===== config.mk =====
export PLATFORM = sky130hd
export DESIGN_NAME = fp16_class_unit
export DESIGN_NICKNAME = d
export VERILOG_FILES = /design/src/rtl/fp16_class_pkg.sv /design/src/rtl/fp16_classifier.sv /design/src/rtl/fp16_class_match.sv /design/src/rtl/lane_mask_reg.sv /design/src/rtl/fp16_class_unit.sv
export SDC_FILE = /design/constraint.sdc
export NUM_CORES = 1
export LEC_CHECK = 0
export BUFFER_PORTS_ARGS = -buffer_cell sky130_fd_sc_hd__buf_2
export CORE_AREA = 2 2 106 118
export DETAILED_ROUTE_END_ITERATION = 8
export DIE_AREA = 0 0 108 120
export GPL_ROUTABILITY_DRIVEN = 0
export PLACE_DENSITY = 0.87
export SETUP_SLACK_MARGIN = 0.15
export SLEW_MARGIN = 10
export SYNTH_ARGS = -nofsm -noshare
export SYNTH_HDL_FRONTEND = slang
export SYNTH_SLANG_ARGS = --single-unit

===== constraint.sdc =====
create_clock -name clk -period 1.85 [get_ports clk]
set_clock_uncertainty 0.15 [all_clocks]
set_input_delay 0.0925 -clock clk [delete_from_list [all_inputs] [get_ports clk]]
set_output_delay 0.0925 -clock clk [all_outputs]
set_load 0.05 [all_outputs]

===== src/rtl/fp16_class_pkg.sv =====
// Package: shared constants for the half-precision class test unit.
// Assumes binary16 layout: sign bit 15, exponent 14:10, mantissa 9:0.
package fp16_class_pkg;
    localparam int unsigned FP_W     = 16;
    localparam int unsigned EXP_W    = 5;
    localparam int unsigned MAN_W    = 10;
    localparam int unsigned NUM_CLS  = 10;

    // Class bit positions; the order is fixed because callers build masks from it.
    localparam int unsigned CLS_SNAN     = 0;
    localparam int unsigned CLS_QNAN     = 1;
    localparam int unsigned CLS_NEG_INF  = 2;
    localparam int unsigned CLS_NEG_NORM = 3;
    localparam int unsigned CLS_NEG_SUB  = 4;
    localparam int unsigned CLS_NEG_ZERO = 5;
    localparam int unsigned CLS_POS_ZERO = 6;
    localparam int unsigned CLS_POS_SUB  = 7;
    localparam int unsigned CLS_POS_NORM = 8;
    localparam int unsigned CLS_POS_INF  = 9;

    typedef logic [NUM_CLS-1:0] cls_vec_t;

    typedef enum logic [1:0] {
        EXP_ZERO = 2'd0,
        EXP_MID  = 2'd1,
        EXP_ONES = 2'd2
    } exp_kind_e;
endpackage


===== src/rtl/fp16_classifier.sv =====
// Module: fp16_classifier
// Decodes one binary16 value into a one-hot ten-bit class vector.
// Assumes no denormal flushing; the sign of a NaN is ignored.
module fp16_classifier
    import fp16_class_pkg::*;
(
    input  logic [FP_W-1:0] value_i,
    output cls_vec_t        cls_o
);
    logic             sign;
    logic [EXP_W-1:0] expo;
    logic [MAN_W-1:0] mant;
    exp_kind_e        ekind;
    logic             mant_nz;

    assign sign    = value_i[FP_W-1];
    assign expo    = value_i[FP_W-2:MAN_W];
    assign mant    = value_i[MAN_W-1:0];
    assign mant_nz = |mant;

    // Purpose: sort the exponent field into zero, all-ones or in-between.
    always_comb begin
        if (expo == '0)
            ekind = EXP_ZERO;
        else if (&expo)
            ekind = EXP_ONES;
        else
            ekind = EXP_MID;
    end

    // Purpose: raise exactly one class bit from exponent kind, mantissa and sign.
    always_comb begin
        cls_o = '0;
        unique case (ekind)
            EXP_ONES: begin
                if (!mant_nz)
                    cls_o[sign ? CLS_NEG_INF : CLS_POS_INF] = 1'b1;
                else if (mant[MAN_W-1])
                    cls_o[CLS_QNAN] = 1'b1;
                else
                    cls_o[CLS_SNAN] = 1'b1;
            end
            EXP_ZERO: begin
                if (mant_nz)
                    cls_o[sign ? CLS_NEG_SUB : CLS_POS_SUB] = 1'b1;
                else
                    cls_o[sign ? CLS_NEG_ZERO : CLS_POS_ZERO] = 1'b1;
            end
            default: begin
                cls_o[sign ? CLS_NEG_NORM : CLS_POS_NORM] = 1'b1;
            end
        endcase
    end
endmodule


===== src/rtl/fp16_class_match.sv =====
// Module: fp16_class_match
// Reduces a one-hot class vector against the caller's select mask.
// Assumes SEL_W >= NUM_CLS; select bits above the class count are ignored.
module fp16_class_match
    import fp16_class_pkg::*;
#(
    parameter int unsigned SEL_W = 16
) (
    input  cls_vec_t         cls_i,
    input  logic [SEL_W-1:0] sel_i,
    output logic             hit_o
);
    localparam int unsigned HI_W = (SEL_W > NUM_CLS) ? SEL_W - NUM_CLS : 1;

    logic [HI_W-1:0] unused_sel_hi;

    // Purpose: keep the upper select bits visibly unused.
    generate
        if (SEL_W > NUM_CLS) begin : g_hi
            assign unused_sel_hi = sel_i[SEL_W-1:NUM_CLS];
        end else begin : g_nohi
            assign unused_sel_hi = '0;
        end
    endgenerate

    // Purpose: a hit exists when the active class is among the selected ones.
    always_comb begin
        hit_o = |(cls_i & sel_i[NUM_CLS-1:0]);
    end
endmodule


===== src/rtl/lane_mask_reg.sv =====
// Module: lane_mask_reg
// Bank of per-lane flops; writes one indexed bit per enabled edge.
// Assumes an index at or above LANES never matches and so writes nothing.
module lane_mask_reg #(
    parameter int unsigned LANES  = 64,
    parameter int unsigned LANE_W = 6
) (
    input  logic              clk,
    input  logic              rst_n,
    input  logic              we_i,
    input  logic [LANE_W-1:0] idx_i,
    input  logic              d_i,
    output logic [LANES-1:0]  q_o
);
    generate
        for (genvar g = 0; g < LANES; g++) begin : g_lane
            // Purpose: clear on reset, load only when this lane is addressed.
            always_ff @(posedge clk) begin
                if (!rst_n)
                    q_o[g] <= 1'b0;
                else if (we_i && (idx_i == LANE_W'(g)))
                    q_o[g] <= d_i;
            end
        end
    endgenerate

    // a reset edge leaves the whole bank cleared.
    a_r10_reset_clears: assert property (@(posedge clk) !rst_n |=> q_o == '0);
endmodule


===== src/rtl/fp16_class_unit.sv =====
// Module: fp16_class_unit
// Per-lane half-precision class test writing a destination mask and,
// when selected, the execution mask. Assumes lane_i < LANES on valid edges.
module fp16_class_unit
    import fp16_class_pkg::*;
#(
    parameter int unsigned LANES  = 64,
    parameter int unsigned SEL_W  = 16,
    localparam int unsigned LANE_W = (LANES > 1) ? $clog2(LANES) : 1
) (
    input  logic              clk,
    input  logic              rst_n,
    input  logic              valid_i,
    input  logic              update_exec_i,
    input  logic [LANE_W-1:0] lane_i,
    input  logic [FP_W-1:0]   value_i,
    input  logic [SEL_W-1:0]  class_sel_i,
    output logic [LANES-1:0]  dst_mask_o,
    output logic [LANES-1:0]  exec_mask_o
);
    cls_vec_t cls;
    logic     hit;
    logic     exec_we;

    fp16_classifier u_cls (
        .value_i (value_i),
        .cls_o   (cls)
    );

    fp16_class_match #(.SEL_W(SEL_W)) u_match (
        .cls_i (cls),
        .sel_i (class_sel_i),
        .hit_o (hit)
    );

    // Purpose: the exec bank is written only by the exec-updating variant.
    assign exec_we = valid_i && update_exec_i;

    lane_mask_reg #(.LANES(LANES), .LANE_W(LANE_W)) u_dst (
        .clk   (clk),
        .rst_n (rst_n),
        .we_i  (valid_i),
        .idx_i (lane_i),
        .d_i   (hit),
        .q_o   (dst_mask_o)
    );

    lane_mask_reg #(.LANES(LANES), .LANE_W(LANE_W)) u_exec (
        .clk   (clk),
        .rst_n (rst_n),
        .we_i  (exec_we),
        .idx_i (lane_i),
        .d_i   (hit),
        .q_o   (exec_mask_o)
    );

    // the classifier always reports exactly one class.
    a_r11_one_class: assert property (@(posedge clk) disable iff (!rst_n)
        $onehot(cls));

    // the addressed destination bit carries the matcher's result.
    a_r7_dst_written: assert property (@(posedge clk) disable iff (!rst_n)
        valid_i |=> dst_mask_o[$past(lane_i)] == $past(hit));

    // no strobe, no change to the destination mask.
    a_r9_dst_hold: assert property (@(posedge clk) disable iff (!rst_n)
        !valid_i |=> $stable(dst_mask_o));

    // exec bank untouched unless the exec-updating variant writes.
    a_r8_exec_hold: assert property (@(posedge clk) disable iff (!rst_n)
        !(valid_i && update_exec_i) |=> $stable(exec_mask_o));

    // when both are written, the exec bit equals the destination bit.
    a_r8_exec_matches_dst: assert property (@(posedge clk) disable iff (!rst_n)
        (valid_i && update_exec_i) |=>
            exec_mask_o[$past(lane_i)] == dst_mask_o[$past(lane_i)]);
endmodule


-- Word level (Yosys, flattened, before mapping)
Index checks and enable logic that the tools add are counted.
- register bits: 128
- ROM bits: 0
- bits in latches: 0
- output and inout port bits: 128
- word-level logic and storage cells: 360
- memories kept: 0
- RAM bits: 0
- mux-type cells: 20
- $add $sub $neg: 0
- div/mod/pow operators: 0
- shift operators: 0
- eq/ne operators: 64
- magnitude comparators: 8
- multipliers: 0
- bitwise operators: 1
- reduce and logical (&&, ||, !) cells: 139
- operator list (cell ; count):
    $eq 6x6->1 const B ; 32
    $logic_and 1x1->1 ; 133
    $ge 32x1->1 const B ; 4
    $lt 32x5->1 const B ; 4
    $eq 6x5->1 const B ; 16
    $eq 6x4->1 const B ; 8
    $eq 6x3->1 const B ; 4
    $pmux 10 s2 ; 1
    $reduce_or 10->1 ; 2
    $demux 1 s4 ; 4
    $eq 6x2->1 const B ; 2
    $and 10x10->10 ; 1
    $mux 10 ; 1
    $mux 2 ; 5
    $mux 4 ; 2
    $mux 8 ; 1
    $eq 6x1->1 const B ; 1
    $logic_not 6->1 ; 1
    $mux 1 ; 6
    $logic_not 5->1 ; 1
    $reduce_and 5->1 ; 1
    $eq 2x2->1 const B ; 1
    $logic_not 2->1 ; 1

-- Longest topological paths before layout
- word-level depth: 9
- mapped depth: 8

-- Modules after synthesis
From an unflattened synthesis, not the netlist that was laid out.
- cell total of the unflattened synthesis: 600
- area total of the unflattened synthesis: 5715.5 sq um
- by module, submodules not included (module ; cells an instance ; area each (sq um) ; seq. area each (sq um) ; times used):
    lane_mask_reg ; 286 ; 2761.4 ; 1281.2 ; 2
    fp16_classifier ; 21 ; 133.9 ; 0.0 ; 1
    fp16_class_match ; 6 ; 52.6 ; 0.0 ; 1
    fp16_class_unit ; 1 ; 6.3 ; 0.0 ; 1

-- Least setup slack after synthesis
No wires, ideal clock.
- path kind: input-to-reg
- start point: input port value_i[5]
- end point: register u_dst.q_o[44]
- data required time: 1.628 ns
- path buffers: 1
- path slack: -0.134 ns
- arrival time: 1.763 ns
- stages on the path: 6
- cells stage by stage: nor4_4 nand3_1 a221oi_4 a211oi_4 buf_6 a21oi_1
- cells in the longest elaborated chain, start to end: 5
- RTL lines (what ; RTL line ; text):
    start, declared ; fp16_class_unit.sv:16 ; input logic [FP_W-1:0] value_i,
    $reduce_or 10->1 (*) ; fp16_classifier.sv:19 ; assign mant_nz = |mant;
    $mux 10 (tied with other cells) ; fp16_classifier.sv:44 ; if (mant_nz)
    $pmux 10 s2 (*) ; fp16_classifier.sv:34 ; unique case (ekind)
    $and 10x10->10 (*) ; fp16_class_match.sv:28 ; hit_o = |(cls_i & sel_i[NUM_CLS-1:0]);
    $reduce_or 10->1 (*) ; fp16_class_match.sv:28 ;
    end signal, assigned by index ; lane_mask_reg.sv:22 ; q_o[g] <= d_i;
    end, declared ; lane_mask_reg.sv:13 ; output logic [LANES-1:0] q_o
Every way passes the cells marked *; elsewhere a longest branch is shown, timed or not.
A chain may end at the register's enable or synchronous reset.

-- Final worst setup path
- start point: input port value_i[10]
- end point: register u_exec.q_o[26]
- cells in the longest elaborated chain, start to end: 7
- RTL lines (what ; RTL line ; text):
    $reduce_and 5->1 ; fp16_classifier.sv:25 ; else if (&expo)
    $mux 2 ; fp16_classifier.sv:25 ;
    $mux 2 (*) ; fp16_classifier.sv:23 ; if (expo == '0)
    $eq 2x2->1 / $logic_not 2->1 (equally long branches) ; fp16_classifier.sv:34 ;
    $pmux 10 s2 (*) ; fp16_classifier.sv:34 ;
    $and 10x10->10 (*) ; fp16_class_match.sv:28 ;
    $reduce_or 10->1 (*) ; fp16_class_match.sv:28 ;
    end signal, assigned by index ; lane_mask_reg.sv:22 ;
    end, declared ; lane_mask_reg.sv:13 ;
Marked as above.

==> impl_metrics.toml <==
[run_status]
status = "complete, no violations"

[cts]
clock_path_buffers = 2
cts.sinks = 128
root_buffer = "clkbuf_16"
cts_tree = "yes"
clock_latency_ps = 400
cts_resized = 0
cts_made_buffers = 17
clk_pin_slew_ps = 60
cts.htree.levels = 4

[min_path]
hold_depth = 3
min_from = "lane_i[2]"
hold_class = "primary input to flop"
worstHoldEndpoint = "u_exec.q_o[1]$_SDFFE_PN0P_"

[logic_synthesis]
synth_area_leader_cell = "dfxtp_1"
async_reset_ff_share_pct = 0
avgSynthCellArea_sq_um = 8.77
yosysMostFrequentCell = "a21oi_1"
synth_edf_count = 0
yosysUniqueCellTypes = 32
synthCells = 607
synthTopCellsByCount = "181 x a21oi_1, 128 x dfxtp_1, 108 x nor2_1"
syn_nets = 649
synth_top_cell_area_share_pct = 48.1
post_synth_instance_area_sq_um = 5330
seq_area_frac_synth_pct = 48.1
ys.flop_type = "dfxtp_1"
synth-seq-cells = 128
synthTopCellsByArea = "dfxtp_1 48%, a21oi_1 17%, nor2_1 7.6%, a21oi_2 7.1%, a22oi_1 4.5%"
ys_warn_count = 0

[sta]
worst_slew_pin_slew_ps = 559
min_period_ps = 1650
hold_viol_final = 0
slew_headroom_pct = 62.7
final.setup.worst_slack_ps = 200
drv_slew = 0
min_period_over_period_pct = 89.2
rsz0062_at_grt = "no"
max_freq_mhz = 606
worst_hold_slack_ps = 51.4
setup-violations-final = 0

[placement]
place_inst = 929
dpl.hpwl_um = 11800
port_buffers = 163
preCtsSetupSlack_ps = -395

[critical_path]
worstPathArrival_ps = 1790
start_kind = "primary input"
path_common_cell = "buf_12"
path_max_fanout = 13
max_stage_delay_ps = 550
crit_path_top_delay_cell = "or4_4"
path_delay_family = "compound AO/OA/AOI/OAI gates"
reg2reg_from = "u_dst.q_o[27]$_SDFFE_PN0P_"
rrSetupSlack_ps = 1010
cp_cell_sequence = "buf_2, or4_4, o21ai_4, a221oi_4, buf_12, a211oi_4, buf_12, a21oi_1"
r2r_end = "u_dst.q_o[27]$_SDFFE_PN0P_"
end_kind = "flop"
reg2regPathDepth = 2
worstSetupPathType = "primary input to flop"
path_buf_inv = 3
worstPathRequired_ps = 1990

[grt]
grt_max_degree = 129
grt_util_all_layers_pct = 26.6
grt_pass1_wl_um = 26500
antenna_found_initial = 0
overflow = 0
grt_pass1_vias = 5193

[route]
route.detailed.drc = 0
routed_wirelength_um = 17200
dr.pass1.iters = 5
postRouteAntennaNets = 0
vias_per_cell = 5.62
wl_per_cell_um = 17.9
first_iter_violations = 397
num_vias = 5396

[power_and_ir_drop]
p_clk_share_pct = 48.5
combPwrFrac_pct = 8.7
power_switching_mw = 1.61
vdd_drop_max_v = 0.000679
p_per_area_nw_per_um2 = 895
seqPwrFrac_pct = 42.8
swShare_pct = 24.6
p_leak_nw = 3.04
cell_internal_pwr_mw = 4.94
finalPower_mw = 6.55

[die]
die_area_sq_um = 13000
die_width_um = 108
start_util_pct = 45.0
die_y_um = 120
row_count = 42
core-area_sq_um = 11800
ioPinCount = 170

[cells_and_area]
area_delta_synth_final_pct = 37.5
nets = 837
drive_above_1_share_pct = 41.3
n_antenna_cell = 0
final_util_pct = 61.9
fin_cells = 960

[run]
maxCapViolations = 0
per-stage QoR:
stage / cell area [sq um] / setup TNS (ps)
floorplan: 5460 / -4260
global placement: 6740 / -32480
detailed placement: 6740 / -41990
CTS: 7320 / 0
global route: 7320 / 0
finish: 7320 / 0
power by group through the flow:
stage	registers (mW)	logic [mW]	clock network [mW]
2_1_floorplan	2.96	0.259	0
3_3_place_gp	2.86	0.547	0
3_5_place_dp	2.86	0.555	0
4_1_cts	2.80	0.564	3.21
5_1_grt	2.80	0.603	3.33
6_report	2.80	0.570	3.18
worst reg2reg max path, delay by kind of cell (launching register included):
kind | cells | cell delay [ps]
flip-flops | 1 | 330
AO/OA/AOI/OAI | 2 | 250
flip-flops by register name, indices dropped and copies added, names as in the netlist:
| register | cells |
|---|---|
| u_dst.q_o | 64 |
| u_exec.q_o | 64 |
worst max path at each step:
stage,start,to,cells after the start
final,value_i[10],u_exec.q_o[26]$_SDFFE_PN0P_,8
after global routing,value_i[10],u_exec.q_o[26]$_SDFFE_PN0P_,8
after CTS,value_i[10],u_exec.q_o[26]$_SDFFE_PN0P_,8
after detailed placement,value_i[2],u_exec.q_o[48]$_SDFFE_PN0P_,7
after global placement,value_i[2],u_exec.q_o[50]$_SDFFE_PN0P_,7
after floorplan,value_i[10],u_exec.q_o[56]$_SDFFE_PN0P_,6
cell families (layout without fill, tap and decap cells):
family / count (synthesis) / in the layout / synth area share [%]
buffers and inverters: 44 / 243 / 4.23
AOI/OAI and AO/OA: 269 / 269 / 32.9
and+or+nand+nor: 162 / 162 / 14.0
DFF: 128 / 128 / 48.1
muxes: 4 / 4 / 0.799
layer usage:
| layer | wire, um | track usage [%] | vias up |
|---|---|---|---|
| met5 | 0 | 0 | - |
| met4 | 445 | 10.2 | 0 |
| met3 | 1600 | 7.22 | 39 |
| met2 | 8500 | 44.9 | 319 |
| met1 | 6620 | 32.0 | 2506 |
| li1 | - | - | 2532 |
area by class of cell:
| class | instances | area (sq um) |
|---|---|---|
| clock buffers | 19 | 443 |
| clock inverters | 11 | 118 |
| fillers | 976 | 4500 |
| inverters | 2 | 7.51 |
| multi-input cells | 435 | 2670 |
| flip-flops and latches | 128 | 2560 |
| well taps | 154 | 193 |
| repair buffers | 211 | 1330 |
layout by cell type (no fill, tap or decap), types with 6 or more instances in the layout:
cell,count
a21oi_1,155
clkbuf_16,17
a22oi_1,32
dfxtp_1,128
nand2_1,14
a21oi_2,69
buf_2,162
nor2_1,108
buf_4,37
a211oi_4,8
buf_12,12
nand3_1,7
nor3_1,6
repair_timing:
action	in CTS	in global routing
hold endpoints to repair	0	0
setup buffers	1	0
hold buffers	0	0
endpoints found under the setup margin	128	0
(Power assumes the default switching activity.)
